## config.mk

```make
export PLATFORM = sky130hd
export DESIGN_NAME = burst_colgen
export DESIGN_NICKNAME = d
export VERILOG_FILES = /design/src/rtl/burst_colgen_pkg.sv /design/src/rtl/burst_mode_reg.sv /design/src/rtl/burst_seq.sv /design/src/rtl/burst_colgen.sv
export SDC_FILE = /design/constraint.sdc
export NUM_CORES = 1
export LEC_CHECK = 0
export BUFFER_PORTS_ARGS = -buffer_cell sky130_fd_sc_hd__buf_2
export CAP_MARGIN = 20
export CORE_ASPECT_RATIO = 0.6
export CORE_MARGIN = 2
export CORE_UTILIZATION = 35
export CTS_CLUSTER_DIAMETER = 80
export DETAILED_ROUTE_END_ITERATION = 16
export SETUP_SLACK_MARGIN = 0.15
export SLEW_MARGIN = 20
export SYNTH_ARGS = -nofsm -noshare
export SYNTH_HDL_FRONTEND = slang
export SYNTH_HIERARCHICAL = 1
export SYNTH_SLANG_ARGS = --single-unit
```

## constraint.sdc

```tcl
create_clock -name clk -period 2.8 [get_ports clk]
set_clock_uncertainty 0.2 [all_clocks]
set_input_delay 0.28 -clock clk [delete_from_list [all_inputs] [get_ports clk]]
set_output_delay 0.28 -clock clk [all_outputs]
set_load 0.005 [all_outputs]
```

## src/rtl/burst_colgen_pkg.sv

```systemverilog
package burst_colgen_pkg;

    localparam int OP_W = 12;

    typedef struct packed {
        logic [2:0] len_code;
        logic       ileave;
        logic [1:0] cas_lat;
        logic       wr_single;
    } burst_cfg_t;

    localparam burst_cfg_t CFG_RESET = '{
        len_code:  3'b000,
        ileave:    1'b0,
        cas_lat:   2'd2,
        wr_single: 1'b0
    };

    // Legal operation codes: length 1/2/4/8 any order, full page sequential only,
    // latency 1..3, test and spare fields zero.
    function automatic logic op_legal(input logic [OP_W-1:0] op);
        logic len_ok;
        logic lat_ok;
        len_ok = (op[2] == 1'b0) || (op[2:0] == 3'b111 && op[3] == 1'b0);
        lat_ok = (op[6] == 1'b0) && (op[5:4] != 2'b00);
        return len_ok && lat_ok && (op[8:7] == 2'b00) && (op[11:10] == 2'b00);
    endfunction

endpackage

```

## src/rtl/burst_mode_reg.sv

```systemverilog
module burst_mode_reg
    import burst_colgen_pkg::*;
(
    input  logic            clk,
    input  logic            rst_n,
    input  logic            cke,
    input  logic            mode_wr,
    input  logic [OP_W-1:0] mode_op,
    output burst_cfg_t      cfg_o,
    output logic            mode_err
);

    typedef struct packed {
        burst_cfg_t cfg;
        logic       err;
    } mreg_t;

    mreg_t mreg_d, mreg_q;

    always_comb begin
        mreg_d = mreg_q;
        if (cke) begin
            mreg_d.err = 1'b0;
            if (mode_wr) begin
                if (op_legal(mode_op)) begin
                    mreg_d.cfg.len_code  = mode_op[2:0];
                    mreg_d.cfg.ileave    = mode_op[3];
                    mreg_d.cfg.cas_lat   = mode_op[5:4];
                    mreg_d.cfg.wr_single = mode_op[9];
                end else begin
                    mreg_d.err = 1'b1;
                end
            end
        end
    end

    always_ff @(posedge clk or negedge rst_n) begin
        if (!rst_n) begin
            mreg_q <= '{cfg: CFG_RESET, err: 1'b0};
        end else begin
            mreg_q <= mreg_d;
        end
    end

    assign cfg_o    = mreg_q.cfg;
    assign mode_err = mreg_q.err;

    assert_reject_keep_R9: assert property (@(posedge clk) disable iff (!rst_n)
        (cke && mode_wr && !op_legal(mode_op)) |=> (mode_err && $stable(cfg_o)));

    assert_cas_legal_R6: assert property (@(posedge clk) disable iff (!rst_n)
        cfg_o.cas_lat != 2'd0);

    assert_mode_frozen_R8: assert property (@(posedge clk) disable iff (!rst_n)
        !cke |=> ($stable(cfg_o) && $stable(mode_err)));

endmodule

```

## src/rtl/burst_seq.sv

```systemverilog
module burst_seq
    import burst_colgen_pkg::*;
#(
    parameter int COL_W = 9
) (
    input  logic             clk,
    input  logic             rst_n,
    input  logic             cke,
    input  burst_cfg_t       cfg_i,
    input  logic             burst_start,
    input  logic [COL_W-1:0] start_col,
    input  logic             start_is_wr,
    input  logic             burst_stop,
    output logic [COL_W-1:0] col_addr,
    output logic             col_valid,
    output logic             col_last
);

    localparam logic [COL_W-1:0] PAGE_MASK = '1;

    typedef struct packed {
        logic             act;
        logic [COL_W-1:0] beat;
        logic [COL_W-1:0] base;
        logic [COL_W-1:0] mask;
        logic             ileave;
    } seq_t;

    seq_t seq_d, seq_q;
    logic [COL_W-1:0] len_mask;
    logic [COL_W-1:0] window;

    // Window mask is burst length minus one; it also marks the final beat.
    always_comb begin
        case (cfg_i.len_code)
            3'b000:  len_mask = '0;
            3'b001:  len_mask = COL_W'(1);
            3'b010:  len_mask = COL_W'(3);
            3'b011:  len_mask = COL_W'(7);
            default: len_mask = PAGE_MASK;
        endcase
    end

    always_comb begin
        seq_d = seq_q;
        if (cke) begin
            if (burst_start) begin
                seq_d.act    = 1'b1;
                seq_d.beat   = '0;
                seq_d.base   = start_col;
                seq_d.mask   = (start_is_wr && cfg_i.wr_single) ? '0 : len_mask;
                seq_d.ileave = cfg_i.ileave;
            end else if (burst_stop) begin
                seq_d.act = 1'b0;
            end else if (seq_q.act) begin
                if (seq_q.beat == seq_q.mask) begin
                    seq_d.act = 1'b0;
                end else begin
                    seq_d.beat = seq_q.beat + COL_W'(1);
                end
            end
        end
    end

    always_ff @(posedge clk or negedge rst_n) begin
        if (!rst_n) begin
            seq_q <= '0;
        end else begin
            seq_q <= seq_d;
        end
    end

    assign window    = seq_q.ileave ? (seq_q.base ^ seq_q.beat) : (seq_q.base + seq_q.beat);
    assign col_addr  = (seq_q.base & ~seq_q.mask) | (window & seq_q.mask);
    assign col_valid = seq_q.act;
    assign col_last  = seq_q.act && (seq_q.beat == seq_q.mask);

    assert_start_first_R11: assert property (@(posedge clk) disable iff (!rst_n)
        (cke && burst_start) |=> (col_valid && col_addr == $past(start_col)));

    assert_stop_ends_R11: assert property (@(posedge clk) disable iff (!rst_n)
        (cke && burst_stop && !burst_start) |=> !col_valid);

    assert_last_drops_R2: assert property (@(posedge clk) disable iff (!rst_n)
        (cke && col_last && !burst_start) |=> !col_valid);

    assert_addr_frozen_R8: assert property (@(posedge clk) disable iff (!rst_n)
        !cke |=> ($stable(col_addr) && $stable(col_valid) && $stable(col_last)));

    assert_upper_kept_R10: assert property (@(posedge clk) disable iff (!rst_n)
        (col_valid && !burst_start) |=>
            (!col_valid || ((col_addr & ~seq_q.mask) == $past(col_addr & ~seq_q.mask))));

endmodule

```

## src/rtl/burst_colgen.sv

```systemverilog
module burst_colgen
    import burst_colgen_pkg::*;
#(
    parameter int COL_W = 9
) (
    input  logic             clk,
    input  logic             rst_n,
    input  logic             cke,
    input  logic             mode_wr,
    input  logic [11:0]      mode_op,
    input  logic             burst_start,
    input  logic [COL_W-1:0] start_col,
    input  logic             start_is_wr,
    input  logic             burst_stop,
    output logic [COL_W-1:0] col_addr,
    output logic             col_valid,
    output logic             col_last,
    output logic [1:0]       cas_lat,
    output logic             mode_err
);

    burst_cfg_t cfg;

    burst_mode_reg u_mode (
        .clk      (clk),
        .rst_n    (rst_n),
        .cke      (cke),
        .mode_wr  (mode_wr),
        .mode_op  (mode_op),
        .cfg_o    (cfg),
        .mode_err (mode_err)
    );

    burst_seq #(.COL_W(COL_W)) u_seq (
        .clk         (clk),
        .rst_n       (rst_n),
        .cke         (cke),
        .cfg_i       (cfg),
        .burst_start (burst_start),
        .start_col   (start_col),
        .start_is_wr (start_is_wr),
        .burst_stop  (burst_stop),
        .col_addr    (col_addr),
        .col_valid   (col_valid),
        .col_last    (col_last)
    );

    assign cas_lat = cfg.cas_lat;

    assert_cas_reset_R1: assert property (@(posedge clk) disable iff (!rst_n)
        $rose(rst_n) |-> (cas_lat == 2'd2));

endmodule

```

==> out/metrics.yaml <==
register_area_um2: 806
die-area_mm2: 0.00645
wire_per_inst_um: 14.3
worst_pin_slew_ns: 0.722
cts_root_buf: "clkbuf_8"
finalWeightedCongestion: 0.812
gr-total-overflow: 0
htreeDepth: 2
boundaryPins: 42
avgSynthCellArea_um2: 9.86
p_per_area_mw_per_mm2: 493
grt_usage_pct: 16.3
yosys.area_share.adder_pct: 6.53
ant_nets: 0
final_area_mm2: 0.00256
crit_required_ns: 2.32
finalNetCount: 294
multi_input_area_mm2: 0.00123
postPlaceCellArea_mm2: 0.00232
async_flop_share_pct: 100
status: "complete, no violations"
grt_pass1_vias: 1677
synth_enable_flop_cells: 0
num_vias: 1663
nFillCells: 538
drv_slew: 0
endpoint_kind: "output pin"
cp_max_fo: 3
slowest_delay_ns: 0.40
clock_sinks: 32
yosysSeqAreaShare_pct: 39.5
synth_xor_area_share_pct: 4.31
power.leakage_uw: 0.00114
vias_per_cell: 4.93
maxCapViolations: 0
portBuffers: 41
antenna_found_initial: 0
synth_nets: 244
crit_chain: "ha_1 > or2_2 > a21oi_4 > a21oi_2 > buf_4 > a211oi_2 > xnor2_1 > buf_2"
timing.hold.ws_ns: 0.0193
synth_mux_area_share_pct: 8.87
period_share_pct: 96.5
rows: 21
cts_made_buffers: 5
synth_compound_area_share_pct: 19.3
final_common_cell: "buf_2"
hpwl_um: 3440
grt_first_pass_wirelength_um: 8100
synth_top_family_by_area: "compound AO/OA/AOI/OAI gates"
max_freq_ghz: 0.370
synth_flop_cell: "dfrtp_1"
setup_viol: 0
drtPass1Iterations: 4
synthToLayoutAreaGrowth_pct: 26.1
dp_slack_ns: 0.130
grt_max_degree: 33
cts.clk_slew.worst_paths_ns: 0.07
dr.first_iter.drc_count: 59
core_area_mm2: 0.00560
synth-simple-area-share_pct: 17.5
vdd_drop_max_mv: 0.244
diodes: 0
start_util_pct: 36.3
critPathArrivalTime_ns: 2.22
max_slew_margin_pct: 51.8
synth_cell_types: 46
cts_buffer_depth: 2
die_x_um: 102
final_core_util_pct: 45.7
final_cell_mix: "41 x buf_2, 28 x dfrtp_1, 16 x nand2_1, 16 x mux2_2, 15 x nor2_1"
drc: 0
syn_inst: 206
drive_gt1_share_pct: 38.5
rsz0062_at_grt: "true"
synth.ff_latch_count: 32
start_kind: "register"
finalHoldViolCount: 0
min_period_ns: 2.70
fin_ws_ns: 0.0984
syn-cell-area_mm2: 0.00203
tns_ns: 0
hp-class: "input pin to register"
crit_slowest_cell: "dfrtp_1"
clkLatencyLatePin_ns: 0.29
path_class: "register to output pin"
ys_warn_count: 6
cts_tree: "built"
drt-total-wl_um: 4810
die_h_um: 63
-- state kept, by name, indices dropped and copies added, names as in the netlist --
| signal | count |
|---|---|
| u_seq/seq_q | 23 |
| u_mode/mode_err | 1 |
| u_seq/col_valid | 1 |
| u_mode/cfg_o | 7 |
-- path summary, 6_finish.rpt --
| kind | slack [ns] | from | depth (start not counted) | to |
|---|---|---|---|---|
| setup / recovery | 0.1 | u_seq/seq_q[15] | 8 | col_addr[8] |
| hold / removal | 0.02 | start_col[7] | 2 | u_seq/seq_q[17] |
| setup reg to reg | 0.52 | u_seq/seq_q[27] | 6 | u_seq/seq_q[21] |
| hold reg to reg | 0.31 | u_mode/cfg_o[3] | 1 | u_seq/seq_q[0] |
| max in group asynchronous | 1.51 | rst_n | 2 | u_seq/seq_q[20] |
| min in group asynchronous | 0.38 | rst_n | 2 | u_seq/seq_q[17] |
-- layer usage --
| metal | GRT usage [%] | vias up | wire, um |
|---|---|---|---|
| met1 | 23.4 | 771 | 2490 |
| met3 | 4.36 | 5 | 217 |
| li1 | - | 850 | - |
| met2 | 23.9 | 37 | 2060 |
| met4 | 5.00 | 0 | 46 |
| met5 | 0 | - | 0 |
-- Yosys cell counts, types with 8 or more instances --
master / n / area share [%]
inv_1: 12 / 2.2
o31ai_1: 8 / 3.0
nand3_1: 8 / 2.0
ha_1: 9 / 5.5
mux2_2: 16 / 8.9
a21oi_1: 12 / 3.0
nand2_1: 16 / 3.0
dfrtp_1: 31 / 38
o21ai_0: 10 / 2.5
nor2_1: 15 / 2.8
-- critical path: cells and delay by family, from the launching register on --
| family | cells | cell delay, ns |
|---|---|---|
| compound gates | 3 | 0.45 |
| xor+xnor | 1 | 0.14 |
| fa+ha+maj | 1 | 0.34 |
| buf+inv | 2 | 0.26 |
| flops | 1 | 0.40 |
| simple gates | 1 | 0.34 |
-- what timing repair did --
item | 4_1_cts | 5_1_grt
setup buffers | 4 | 1
hold endpoints to repair | 31 | 0
hold buffers | 1 | 0
resized for setup | 8 | 13
setup endpoints to repair | 5 | 5
pin swaps | 2 | 5
-- logic make-up (layout without fill, tap and decap cells) --
| family | Yosys count | after routing |
|---|---|---|
| and+or+nand+nor | 64 | 64 |
| AOI/OAI and AO/OA | 55 | 55 |
| DFF | 32 | 32 |
| buffers and inverters | 19 | 70 |
| muxes | 16 | 16 |
| adders and majority gates | 10 | 10 |
| xor gates and xnor gates | 10 | 10 |
-- per-stage QoR --
stage               power, uW  std cells
floorplan                 706        206
global placement          799        323
detailed placement        805        323
CTS                      1270        336
global route             1350        337
finish                   1260        337
-- power breakdown --
part | total (uW) | switching (uW) | internal, uW
Clock | 440 | 176 | 264
Combinational | 276 | 138 | 138
Sequential | 545 | 42.2 | 503
Total | 1260 | 356 | 905
-- cell type report --
type | count | area share, %
multi-input combinational | 155 | 47.9
sequential | 32 | 31.5
timing repair buffer | 50 | 10.8
tap | 80 | 3.91
clock buffer | 6 | 2.83
inverter | 12 | 1.76
clock inverter | 2 | 1.37
Note: power is estimated with default switching activity, not from simulation.
